<file path="src/rtl/d2s_pkg.sv">
package d2s_pkg;

    // double format
    localparam int unsigned DBL_W     = 64;
    localparam int unsigned DEXP_W    = 11;
    localparam int unsigned DMAN_W    = 52;
    localparam int unsigned SIG_W     = DMAN_W + 1;
    // single significand kept after rounding
    localparam int unsigned SGL_SIG_W = 24;
    localparam int unsigned DROP_W    = SIG_W - SGL_SIG_W;
    // signed working exponent
    localparam int unsigned EXP_W     = DEXP_W + 2;

    localparam int DBIAS      = 1023;
    localparam int SMIN_EXP   = -126;
    localparam int SMAX_EXP   = 127;
    localparam int DSUB_EXP   = 1 - DBIAS;
    localparam int NORM_LO_B  = DBIAS + SMIN_EXP;
    localparam int NORM_HI_B  = DBIAS + SMAX_EXP;

    localparam logic signed [EXP_W-1:0] DBIAS_S  = EXP_W'(DBIAS);
    localparam logic signed [EXP_W-1:0] SMIN_S   = EXP_W'(SMIN_EXP);
    localparam logic signed [EXP_W-1:0] SMAX_S   = EXP_W'(SMAX_EXP);
    localparam logic signed [EXP_W-1:0] DSUB_S   = EXP_W'(DSUB_EXP);

    typedef enum logic [1:0] {
        RM_NEAREST = 2'b00,
        RM_ZERO    = 2'b01,
        RM_UP      = 2'b10,
        RM_DOWN    = 2'b11
    } rmode_e;

    typedef enum logic [2:0] {
        K_ZERO, K_SPECIAL, K_OVF, K_NORMAL, K_TINY
    } kind_e;

    typedef enum logic [2:0] {
        S_IDLE, S_SHIFT, S_ROUND, S_NORM, S_DONE
    } state_e;

    typedef struct packed {
        logic                    sign;
        logic signed [EXP_W-1:0] ex;
        logic [SIG_W-1:0]        sig;
    } unp_t;

    typedef struct packed {
        logic g;
        logic r;
        logic x;
    } grx_t;

    function automatic logic round_up(rmode_e m, logic s, logic lsb,
                                      logic g, logic r, logic x);
        logic below;
        below = g | r | x;
        case (m)
            RM_NEAREST: return g & (lsb | r | x);
            RM_UP:      return ~s & below;
            RM_DOWN:    return s & below;
            default:    return 1'b0;
        endcase
    endfunction

    function automatic logic [DBL_W-1:0] signed_inf(logic s);
        return {s, {DEXP_W{1'b1}}, {DMAN_W{1'b0}}};
    endfunction

endpackage

</file>
<file path="src/rtl/d2s_unpack.sv">
module d2s_unpack
    import d2s_pkg::*;
(
    input  logic [DBL_W-1:0] op,
    output kind_e            kind,
    output unp_t             unp
);
    logic [DEXP_W-1:0] bexp;
    logic [DMAN_W-1:0] mant;

    assign bexp = op[DBL_W-2 -: DEXP_W];
    assign mant = op[DMAN_W-1:0];

    always_comb begin
        unp.sign = op[DBL_W-1];
        if (bexp == '0) begin
            unp.ex  = DSUB_S;
            unp.sig = {1'b0, mant};
        end else begin
            unp.ex  = $signed({2'b00, bexp}) - DBIAS_S;
            unp.sig = {1'b1, mant};
        end
    end

    always_comb begin
        if (bexp == {DEXP_W{1'b1}})
            kind = K_SPECIAL;
        else if (bexp == '0 && mant == '0)
            kind = K_ZERO;
        else if (bexp > DEXP_W'(NORM_HI_B))
            kind = K_OVF;
        else if (bexp < DEXP_W'(NORM_LO_B))
            kind = K_TINY;
        else
            kind = K_NORMAL;
    end
endmodule

</file>
<file path="src/rtl/d2s_denorm_step.sv">
module d2s_denorm_step
    import d2s_pkg::*;
(
    input  unp_t cur,
    input  grx_t cur_grx,
    output unp_t nxt,
    output grx_t nxt_grx
);
    always_comb begin
        nxt.sign  = cur.sign;
        nxt.ex    = cur.ex + EXP_W'(1);
        nxt.sig   = cur.sig >> 1;
        nxt_grx.x = cur_grx.r | cur_grx.x;
        nxt_grx.r = cur_grx.g;
        nxt_grx.g = cur.sig[0];
    end
endmodule

</file>
<file path="src/rtl/d2s_round.sv">
module d2s_round
    import d2s_pkg::*;
(
    input  unp_t   cur,
    input  grx_t   cur_grx,
    input  rmode_e mode,
    output unp_t   rnd
);
    logic                 lsb, gb, rb, xb, inc;
    logic [SGL_SIG_W:0]   sum;

    assign lsb = cur.sig[DROP_W];
    assign gb  = cur.sig[DROP_W-1];
    assign rb  = cur.sig[DROP_W-2];
    assign xb  = (|cur.sig[DROP_W-3:0]) | cur_grx.g | cur_grx.r | cur_grx.x;
    assign inc = round_up(mode, cur.sign, lsb, gb, rb, xb);
    assign sum = {1'b0, cur.sig[SIG_W-1:DROP_W]} + (SGL_SIG_W+1)'(inc);

    always_comb begin
        rnd.sign = cur.sign;
        if (sum[SGL_SIG_W]) begin
            rnd.ex  = cur.ex + EXP_W'(1);
            rnd.sig = {1'b1, {(SIG_W-1){1'b0}}};
        end else begin
            rnd.ex  = cur.ex;
            rnd.sig = {sum[SGL_SIG_W-1:0], {DROP_W{1'b0}}};
        end
    end
endmodule

</file>
<file path="src/rtl/d2s_convert.sv">
module d2s_convert
    import d2s_pkg::*;
#(
    parameter int SHIFT_CAP = 25
) (
    input  logic             clk,
    input  logic             rst,
    input  logic             in_valid,
    output logic             in_ready,
    input  logic [DBL_W-1:0] operand,
    input  logic [1:0]       rnd_mode,
    output logic             done,
    output logic [DBL_W-1:0] result
);
    localparam int CNT_W = $clog2(SHIFT_CAP + 1);

    state_e           state;
    unp_t             work;
    grx_t             grx;
    rmode_e           mode;
    logic [CNT_W-1:0] cnt;
    logic [DBL_W-1:0] result_q;

    kind_e            in_kind;
    unp_t             in_unp;
    unp_t             step_unp;
    grx_t             step_grx;
    unp_t             rnd_unp;
    logic signed [EXP_W-1:0] biased;

    d2s_unpack u_unpack (
        .op   (operand),
        .kind (in_kind),
        .unp  (in_unp)
    );

    d2s_denorm_step u_step (
        .cur     (work),
        .cur_grx (grx),
        .nxt     (step_unp),
        .nxt_grx (step_grx)
    );

    d2s_round u_round (
        .cur     (work),
        .cur_grx (grx),
        .mode    (mode),
        .rnd     (rnd_unp)
    );

    assign biased = work.ex + DBIAS_S;

    always_ff @(posedge clk) begin
        if (rst) begin
            state    <= S_IDLE;
            work     <= '0;
            grx      <= '0;
            mode     <= RM_NEAREST;
            cnt      <= '0;
            result_q <= '0;
        end else begin
            unique case (state)
                S_IDLE: begin
                    if (in_valid) begin
                        work <= in_unp;
                        grx  <= '0;
                        mode <= rmode_e'(rnd_mode);
                        cnt  <= '0;
                        unique case (in_kind)
                            K_ZERO: begin
                                result_q <= '0;
                                state    <= S_DONE;
                            end
                            K_SPECIAL: begin
                                result_q <= operand;
                                state    <= S_DONE;
                            end
                            K_OVF: begin
                                result_q <= signed_inf(in_unp.sign);
                                state    <= S_DONE;
                            end
                            K_TINY:   state <= S_SHIFT;
                            default:  state <= S_ROUND;
                        endcase
                    end
                end
                S_SHIFT: begin
                    if ($signed(work.ex) >= SMIN_S) begin
                        state <= S_ROUND;
                    end else if (cnt == CNT_W'(SHIFT_CAP)) begin
                        work.ex <= SMIN_S;
                        state   <= S_ROUND;
                    end else begin
                        work <= step_unp;
                        grx  <= step_grx;
                        cnt  <= cnt + CNT_W'(1);
                    end
                end
                S_ROUND: begin
                    work  <= rnd_unp;
                    grx   <= '0;
                    state <= S_NORM;
                end
                S_NORM: begin
                    if (work.sig[SIG_W-1:DROP_W] == '0) begin
                        result_q <= {work.sign, {(DBL_W-1){1'b0}}};
                        state    <= S_DONE;
                    end else if (work.sig[SIG_W-1]) begin
                        if ($signed(work.ex) > SMAX_S)
                            result_q <= signed_inf(work.sign);
                        else
                            result_q <= {work.sign, biased[DEXP_W-1:0],
                                         work.sig[DMAN_W-1:0]};
                        state <= S_DONE;
                    end else begin
                        work.sig <= work.sig << 1;
                        work.ex  <= work.ex - EXP_W'(1);
                    end
                end
                S_DONE:  state <= S_IDLE;
                default: state <= S_IDLE;
            endcase
        end
    end

    assign in_ready = (state == S_IDLE);
    assign done     = (state == S_DONE);
    assign result   = result_q;
endmodule

</file>
<file path="config.mk">
export PLATFORM = sky130hd
export DESIGN_NAME = d2s_convert
export DESIGN_NICKNAME = d
export VERILOG_FILES = /design/src/rtl/d2s_pkg.sv /design/src/rtl/d2s_unpack.sv /design/src/rtl/d2s_denorm_step.sv /design/src/rtl/d2s_round.sv /design/src/rtl/d2s_convert.sv
export SDC_FILE = /design/constraint.sdc
export NUM_CORES = 1
export LEC_CHECK = 0
export BUFFER_PORTS_ARGS = -buffer_cell sky130_fd_sc_hd__buf_4
export CORE_MARGIN = 3
export CORE_UTILIZATION = 45
export DETAILED_ROUTE_END_ITERATION = 8
export PLACE_DENSITY = 0.68
export SKIP_CTS_REPAIR_TIMING = 1
export SYNTH_ARGS = -nofsm -noshare
export SYNTH_HDL_FRONTEND = slang
export SYNTH_SLANG_ARGS = --single-unit
</file>
<file path="constraint.sdc">
create_clock -name clk -period 2.5 [get_ports clk]
set_input_delay 0.5 -clock clk [delete_from_list [all_inputs] [get_ports clk]]
set_output_delay 0.5 -clock clk [all_outputs]
set_load 0.02 [all_outputs]
</file>
# --- Yosys cells after proc, flatten, opt, wreduce, memory -nomap -nowiden ---
# Index checks and enable logic that the tools add are counted.
word_totals:
  rom_bits: 0
  out_inout_bits: 66
  input_bits: 69
  n_memories: 0
  regBits: 144
  latchBits: 0
  ram_bits: 0
  wordCells: 112
classes:
  n_div: 0
  n_bitwise: 13
  n_mul: 0
  n_mux: 36
  addsub: 6
  reduce_logical: 22
  order_cmp: 4
  n_shift: 0
  n_eq_ne: 20
op_table:
  columns: ["op", "n"]
  rows:
  - ["$mux 66", 5]
  - ["$pmux 66 s4", 1]
  - ["$mux 64", 3]
  - ["$pmux 64 s3", 1]
  - ["$pmux 64 s2", 1]
  - ["$mux 67", 1]
  - ["$mux 63", 1]
  - ["$mux 53", 1]
  - ["$logic_not 52->1", 1]
  - ["$mux 3", 12]
  - ["$reduce_or 27->1", 1]
  - ["$add 24x1->25", 1]
  - ["$logic_not 24->1", 1]
  - ["$mux 5", 3]
  - ["$add 13x2->13 const B", 1]
  - ["$ge 13x8->1 const B", 1]
  - ["$gt 13x8->1 const B", 1]
  - ["$mux 13", 1]
  - ["$sub 13x2->13 const B", 1]
  - ["$pmux 3 s4", 1]
  - ["$reduce_and 4->1", 3]
  - ["$reduce_and 6->1", 2]
  - ["$sub 11x10->12 const B", 1]
  - ["$add 11x11->11 const B", 1]
  - ["other kinds (32)", 55]

# --- Logic depth before layout (Yosys ltp) ---
# Gate-level depths: netlist (run 1).
depth:
  depth_word: 10
  depth_mapped: 15
  mapped_depth_nobuf: 14

# --- By module ---
# From an unflattened synthesis (run 1), not the netlist that was laid out.
unflattened:
  cells_unflattened: 1474
  area_unflattened_um2: 12196.7
modules_own_cells:
  columns: ["module", "n_inst", "cells_each", "area_per_inst_um2"]
  rows:
  - ["d2s_convert", 1, 1073, 9430.3]
  - ["d2s_round", 1, 194, 1282.5]
  - ["d2s_unpack", 1, 118, 838.3]
  - ["d2s_denorm_step", 1, 89, 645.6]

# --- Least setup slack after synthesis (run 1) ---
# OpenSTA, ideal clock, no wires.
synth_timing:
  kind: "register -> register"
  from: "register work[8] (netlist bit)"
  to: "register work[48] (netlist bit)"
  path_stages_with_launch: 15
  setup_ns: 0.086
  setup_slack_ns: -0.273
  required_time_ns: 2.414
  arrival_ns: 2.687
  synth_period_minus_slack_ns: 2.773
  path_cell_list: "dfxtp_1 nor4_1 nand4_1 nor2_1 inv_1 a21oi_1 a211oi_1 ha_1 ha_1 and4_1 clkbuf_1 a31oi_2 o21ai_0 a211o_1 a211oi_1"
synth_between:
  elab_chain_cells: 10
  elab_cells_between_ends: 13
  cone_classes: "add/sub (1); mux (3); bitwise (8); reduce/logical (1)"
synth_lines:
  columns: ["item", "line_no", "source"]
  rows:
  - ["from (decl)", "d2s_convert.sv:18", "unp_t work;"]
  - ["from (signal assigned)", "d2s_convert.sv:65", "work <= in_unp;"]
  - ["from (signal assigned)", "d2s_convert.sv:94", "work <= step_unp;"]
  - ["from (signal assigned)", "d2s_convert.sv:100", "work <= rnd_unp;"]
  - ["$reduce_or 27->1 (*)", "d2s_round.sv:15", "assign xb = (|cur.sig[DROP_W-3:0]) | cur_grx.g | cur_grx.r | cur_grx.x;"]
  - ["$or 1x1->1 (*) (3 in a row)", "d2s_round.sv:15", null]
  - ["$or 1x1->1 (on tied branches)", "d2s_pkg.sv:56, d2s_pkg.sv:58", null]
  - ["$and 1x1->1 (on tied branches)", "d2s_pkg.sv:60, d2s_pkg.sv:58, d2s_pkg.sv:59", null]
  - ["$pmux 1 s3 (*)", "d2s_pkg.sv:57", "case (m)"]
  - ["$add 24x1->25 (*)", "d2s_round.sv:17", "assign sum = {1'b0, cur.sig[SIG_W-1:DROP_W]} + (SGL_SIG_W+1)'(inc);"]
  - ["$mux 66 (*)", "d2s_round.sv:21", "if (sum[SGL_SIG_W]) begin"]
  - ["$pmux 66 s4 (*)", "d2s_convert.sv:62", "unique case (state)"]
# Mark *: on every way between the ends. The rest lies on a longest branch, timed or not. The select of a mux whose other input is x is not followed.
# A chain may end at the register's enable or synchronous reset.

# --- Final worst setup path (run 1) ---
layout_timing:
  from: "register work[13] (netlist bit)"
  to: "register work[40] (netlist bit)"
# The elaborated chain is that of the path after synthesis.

==> impl_results.md, run 1 <==
- Clock Sinks: 144
- Post-layout util: 63.4%
- Min-Delay Startpoint: operand[63]
- First-pass GRT wire length: 50,800 µm
- VDD IR max: 0.000691 V
- R2r setup slk: -0.20 ns
- Initial core utilization: 46.7%
- Synth async-reset ratio: 0%
- Filler Cell Count: 1,653
- Residual DRC: 0
- Final setup vio count: 32
- Synth Warn #: 0
- Total grt overflow: 0
- R2R Path End: work[40]
- CTS root buf: clkbuf_16
- Slowest cell on crit path: dfxtp_4
- DRC marker count from the first detailed-route iteration: 1,193
- I/O Pins: 135
- Row count: 50
- Die ar.: 21,500 µm²
- Comb power frac: 41.7%
- Die H: 147 µm
- Max-slew violations: 0
- EDFF count, synth: 0
- Clock Tree Buf Depth: 2
- Final GP Congestion: roughly 0.94
- Clock network fraction of total power: between 20 and 30%
- Startpoint types: flip-flop
- Leak: between 4 and 5 nW
- Core area: approximately 19,000 µm²
- Share of cells above drive strength 1: 29.8%
- CP max stage delay: 0.35 ns
- Post-DRT Antenna Nets: 0
- Hold Crit Class: in -> reg
- Max FO, Critical Path: 7
- Crit path time final: 2.70 ns
- # Max-Cap Violations: 0
- Post-layout worst setup margin: -0.205 ns
- RSZ-0062 raised after global routing: yes
- Sw Ratio: 37.8%
- Worst R2R Path Depth: 14
- Clk_skew: 0.00998 ns
- Largest delay share family, worst path: compound AO/OA/AOI/OAI gates
- Arrival time worst endpoint: 3.06 ns
- Vias in the first global route: 9,607
- Buf+Inv Stages, Crit Path: 2
- DPL Wire Length: between 20,000 and 25,000 µm
- Initial antenna violation count: 1
- Worst reg2reg startpoint: work[13]
- Syn nets: approximately 1,300
- Outcome: finished, violations left
- Mapped Cells: 1,177
- Worst setup path category: reg -> reg
- Seq pwr share: 30.7%
- Failing checks: negative setup slack
- Worst-Margin Slew: 0.564 ns
- Sequential share of the synthesized area: 32.4%
- Switch Pwr: approximately 3.9 mW
- Crit path to: work[40]
- CTS buffer count: 17
- Slew HR: 62.4%
- Syn-to-layout area delta: 35.9%
- Fmax achieved: 370 MHz
- DR vias: between 10,000 and 15,000
- Synthesized flop and latch total: 144
- CP dominant cell by count: o211ai_1
- Clk_lat worst skew: 0.42 ns
- PortBufs: between 100 and 150
- Total GRT Usage: 28.4%
- Critical Path RT: 2.85 ns
- Placed instance count: 1,594
- Cell Pwr Density: about 840 nW/µm²
- Ant. Diodes: 0
- Routed WL: 32,100 µm
- Crit path from: work[13]
- Worst setup EP type: flip-flop
- Internal: 6.35 mW
- Nets: between 1,000 and 1,500
- Synth cell types: 73
- Die Wd: around 150 µm
- CTS tree: yes
- Non-Filler Instances: 1,631
- # H-tree levels: 4
- Largest net degree at the start of global routing: 58
- Critical path, cell by cell: nor4_4 > nand4_1 > nor2_2 > inv_1 > a21oi_2 > a211oi_2 > ha_2 > ha_4 > and4_4 > a31o_4 > buf_8 > o211ai_1 > o211ai_1 > a21oi_1
- CTS clock-pin slew for the worst setup and hold paths: 0.06 ns
- Cell Area, Synth: 8910 µm²
- Final Hold Vio Count: 0
- Crit path depth: 14
- Syn Area/Cell: 7.57 µm²
- Wire per inst: roughly 20 µm
- Final period utilization: 108%
- Via density: 6.32
- Dominant synthesized flop cell: dfxtp_1
- TritonRoute pass-1 iters: 6
==> synth_stat cells, types with 8 or more instances <==
cell type,instances,area share (%)
dfxtp_1,144,32
a21o_1,11,0.93
nand3_1,36,2.0
xnor2_1,22,2.2
o21ai_0,80,4.5
buf_4,10,0.84
nor2_1,55,2.3
clkbuf_1,54,2.3
ha_1,10,1.4
nand4_1,19,1.3
a221oi_1,13,1.3
nor3_1,24,1.3
inv_1,21,0.89
a211oi_1,66,5.6
nand2_1,132,5.6
a22oi_1,53,4.5
nor4_1,37,2.6
xor2_1,10,0.98
a311oi_1,10,0.98
a21oi_1,149,8.4
a31oi_1,8,0.56
buf_2,53,3.0
o211ai_1,41,3.5
o22ai_1,9,0.63
==> layout by cell type (no fill, tap or decap), types with 15 or more instances in the layout <==
cell type,synthesis,final
a22oi_1,53,53
nand3_1,36,33
o211ai_1,41,41
nand2_1,132,126
nor4_1,37,29
o21ai_0,80,51
clkbuf_16,0,18
buf_4,10,258
nor3_1,24,20
xnor2_1,22,22
inv_1,21,21
nor2_1,55,53
o21ai_1,2,19
buf_12,0,15
a211oi_1,66,60
nand4_1,19,19
a21oi_1,149,140
dfxtp_1,144,137
==> layout make-up <==
type                            instances  area, µm²  area share (%)
Timing Repair Buffer                  283       2370            19.6
Clock buffer                           20        457            3.77
Clock inverter                         10        185            1.53
Inverter                               22       82.6           0.682
Tap cell                              260        325            2.69
Multi-Input combinational cell        892       5790            47.9
Sequential cell                       144       2890            23.9
==> routing by layer <==
layer | share of wire (%) | GRT usage [%] | up-vias
met5 | 0.047 | 0 | -
met4 | 2.5 | 9.60 | 2
met3 | 8.1 | 7.16 | 75
met2 | 46 | 43.9 | 535
met1 | 43 | 38.8 | 4899
li1 | - | - | 4804
==> flip-flops by register name (all words and copies together) (netlist names) <==
name	cells
cnt	5
mode	2
work	67
result	64
state	3
grx	3
==> worst register-to-register path, cell delays in order (launching register included) <==
cell and delay (ns):
dfxtp_4 0.35, nor4_4 0.29, nand4_1 0.16, nor2_2 0.16
inv_1 0.06, a21oi_2 0.13, a211oi_2 0.05, ha_2 0.22
ha_4 0.17, and4_4 0.17, a31o_4 0.29, buf_8 0.15
o211ai_1 0.18, o211ai_1 0.11, a21oi_1 0.13
==> power groups by stage <==
stage	Sequential (mW)	Clock [mW]	Combinational, mW
after floorplan	3.21	0	2.26
after global placement	3.12	0	3.89
after detailed placement	3.12	0	3.93
after CTS	3.08	2.84	3.95
after global routing	3.19	2.95	4.60
final	3.14	2.81	4.26
==> kinds of logic after synthesis <==
| kind of cell | after synthesis | synth area share [%] |
|---|---|---|
| AND/OR/NAND/NOR | 368 | 21.0 |
| multiplexers | 2 | 0.225 |
| adder cells (fa/ha/maj) | 10 | 1.40 |
| buffers and inverters | 141 | 7.11 |
| AO/OA/AOI/OAI | 480 | 34.7 |
| XOR/XNOR | 32 | 3.15 |
| flip-flops | 144 | 32.4 |
==> how the worst min path moves through the flow <==
stage	endpoint	cells after the start
after floorplan	mode[0]	2
final	work[66]	3
after global routing	work[66]	3
after CTS	work[66]	3
after global placement	mode[0]	2
after detailed placement	mode[0]	2
==> stage by stage <==
stage	worst slack [ns]	instance area [µm²]	hold slack (ns)	TNS [ns]	total power, mW
floorplan	-0.0709	8930	0.449	-0.0709	5.47
global placement	-0.273	11000	0.458	-11.27	7.02
detailed placement	-0.275	11000	0.467	-11.22	7.05
CTS	-0.397	11600	0.339	-8.20	9.87
global route	-0.402	12100	0.347	-10.18	10.7
finish	-0.205	12100	0.349	-3.78	10.2
Note: power is estimated with default switching activity, not from simulation.
==> inputs of run 2 (changes only) <==
--- a/config.mk
+++ b/config.mk
@@ -5,11 +5,12 @@
 export SDC_FILE = /design/constraint.sdc
 export NUM_CORES = 1
 export LEC_CHECK = 0
+export ABC_AREA = 1
 export BUFFER_PORTS_ARGS = -buffer_cell sky130_fd_sc_hd__buf_4
 export CORE_MARGIN = 3
 export CORE_UTILIZATION = 45
 export DETAILED_ROUTE_END_ITERATION = 8
-export PLACE_DENSITY = 0.68
+export PLACE_DENSITY = 0.67
 export SKIP_CTS_REPAIR_TIMING = 1
 export SYNTH_ARGS = -nofsm -noshare
 export SYNTH_HDL_FRONTEND = slang
==> impl_results.md, run 2 <==
- Via density: 5.18
- Area contributors post-synth: dfxtp_1 (29%), nand2_1 (17%), nor2_1 (12%)
- # Max-Cap Violations: 0
- Max FO, Critical Path: 6
- Failing checks: negative setup slack
- Placed instance count: 2,098
- Clock Tree Buf Depth: 2
- Final Instance Area: 12,400 µm²
- I/O Pins: 135
- Synth async-reset ratio: 0%
- Worst reg2reg startpoint: grx[2]
- Synthesized flop and latch total: 144
- Startpoint types: flip-flop
- Cell with the most instances after synthesis: nand2_1
- Nets: 1,923
- CTS clock-pin slew for the worst setup and hold paths: 0.07 ns
- Critical Path RT: between 2 and 3 ns
- Largest register FFs: 67
- Total grt overflow: 0
- Tot Pwr: roughly 17 mW
- DR vias: 11,000
- Share of the synthesized area in the top cell type: 29.1%
- Worst setup path category: reg -> reg
- Most frequent cells in the layout: nand2_1 (430), nor2_1 (309), buf_4 (228)
- RSZ-0062 raised after global routing: yes
- CTS buffer count: 17
- Core area: 21,400 µm²
- WHS Path Cells: 3
- Dominant synthesized flop cell: dfxtp_1
- Max-slew violations: 0
- Sequential share of the synthesized area: 29.1%
- Leak: 5.98 nW
- Share of cells above drive strength 1: between 10% and 20%
- Hold Path End: work[66]
- R2r setup slk: -0.15 ns
- Worst setup EP type: flip-flop
- Die H: 154 µm
- Die Wd: between 150 and 200 µm
- Biggest register: work
- Total negative setup slack: -2.08 ns
- Largest net degree at the start of global routing: 57
- Syn nets: 1,762
- Commonest non-fill, non-tap cell in the layout: nand2_1
- Die ar.: 23,800 µm²
- EDFF count, synth: 0
- Post-layout util: 57.9%
- Syn Area/Cell: 5.89 µm²
- DRC marker count from the first detailed-route iteration: ~860
- Worst R2R Path Depth: 18
- Final GP Congestion: 0.991
- Syn-to-layout area delta: 24.8%
- VDD IR max: just under 0.0006 V
- Mapped Cells: 1,683
- Cell Area, Synth: between 9000 and 10,000 µm²
- Most common library cells after synthesis: nand2_1 (437), nor2_1 (313), inv_1 (214), dfxtp_1 (144), nand3_1 (135)
- Clk_lat worst skew: 0.44 ns
- Arrival time worst endpoint: 2.98 ns
- TritonRoute pass-1 iters: 5
- CTS tree: yes
- Initial core utilization: a little under half
- Filler Cell Count: 2,184
- Initial antenna violation count: 0
- Cell Pwr Density: 1400 nW/µm²
- R2R Path End: work[62]
- CTS root buf: clkbuf_16
- Clk_skew: 0.0154 ns
- Residual DRC: 0
- Total GRT Usage: 25.4%
- Non-Filler Instances: 2,132
- Synth cell types: between 40 and 50
- Leading area contributor after synthesis: dfxtp_1
- Vias in the first global route: 10,300
- Final Hold Vio Count: 0
- Routed WL: approximately 31,000 µm
- DPL Wire Length: 22,400 µm
- Post-DRT Antenna Nets: 0
- Slew HR: 53.9%
- Min-Delay Startpoint: operand[63]
- Synth Warn #: 0
- # H-tree levels: 4
- Final period utilization: 106%
- Worst-Margin Slew: 0.692 ns
- Row count: 53
- Final setup vio count: 24
- Crit path time final: between 2 and 3 ns
- Outcome: finished, violations left
- PortBufs: 134
- First-pass GRT wire length: 50,400 µm
- Ant. Diodes: 0
- Fmax achieved: 377 MHz
- Post-Place Cell Area: 11,500 µm²
- Post-layout worst setup margin: -0.154 ns
- Wire per inst: 14.6 µm
- Hold Crit Class: in -> reg
- Clock Sinks: approximately 140
==> run 2: critical path, stage by stage, from the launching register on <==
cell      delay [ns]
dfxtp_2         0.32
nor4_2          0.26
nand3_1         0.12
nor3_2          0.23
nand4_1         0.13
nand2_1         0.08
nand2_1         0.07
ha_2            0.21
ha_4            0.17
nand2_4         0.07
nor2_4          0.04
nand2_4         0.09
nor2_4          0.04
nand4_1         0.17
nand2_2         0.15
nand3_1         0.11
o211ai_1        0.10
nor2_1          0.13
nor2_1          0.04
==> run 2: cell type report <==
type	instances	area, µm²	share of cell area, %
clock inverter	15	175	1.42
inverter	222	838	6.78
sequential	144	2890	23.3
clock buffer	17	425	3.44
timing repair buffer	234	1810	14.7
tap	275	344	2.78
multi-input combinational	1225	5880	47.6
==> run 2: cells by family (layout without fill, tap and decap cells) <==
group | after synthesis | count (layout) | share of synthesized area (%)
XOR/XNOR | 24 | 24 | 2.12
adder cells (fa/ha/maj) | 10 | 10 | 1.26
flip-flops | 144 | 144 | 29.1
AO/OA/AOI/OAI | 233 | 233 | 13.4
AND/OR/NAND/NOR | 956 | 958 | 40.3
buffers and inverters | 316 | 488 | 13.8
==> run 2: power breakdown <==
part	internal [mW]	total (mW)	switching (mW)
Combinational	3.76	10.3	6.59
Sequential	3.41	4.23	0.825
Clock	1.51	2.67	1.17
==> run 2: worst max-delay path by stage <==
stage,startpoint,endpoint,slack (ns),cells past startpoint
after floorplan,work[24],work[62],0.007,19
after global placement,work[6],work[58],-0.29,19
after detailed placement,work[6],work[58],-0.50,19
after CTS,work[6],work[58],-0.53,19
after global routing,grx[2],work[61],-0.38,18
final,grx[2],work[62],-0.15,18
==> run 2: metrics by stage <==
step                      setup slack (ns)  hold slack [ns]
after detailed placement            -0.505            0.460
after global placement              -0.289            0.457
after global routing                -0.383            0.361
final                               -0.154            0.362
after floorplan                    0.00660            0.444
after CTS                           -0.532            0.359
==> run 2: metal layers <==
| metal | wire, µm | GRT usage (%) |
|---|---|---|
| met5 | 0 | 0 |
| met4 | 531 | 7.02 |
| met3 | 1900 | 5.09 |
| met2 | 14200 | 41.8 |
| met1 | 14400 | 34.0 |
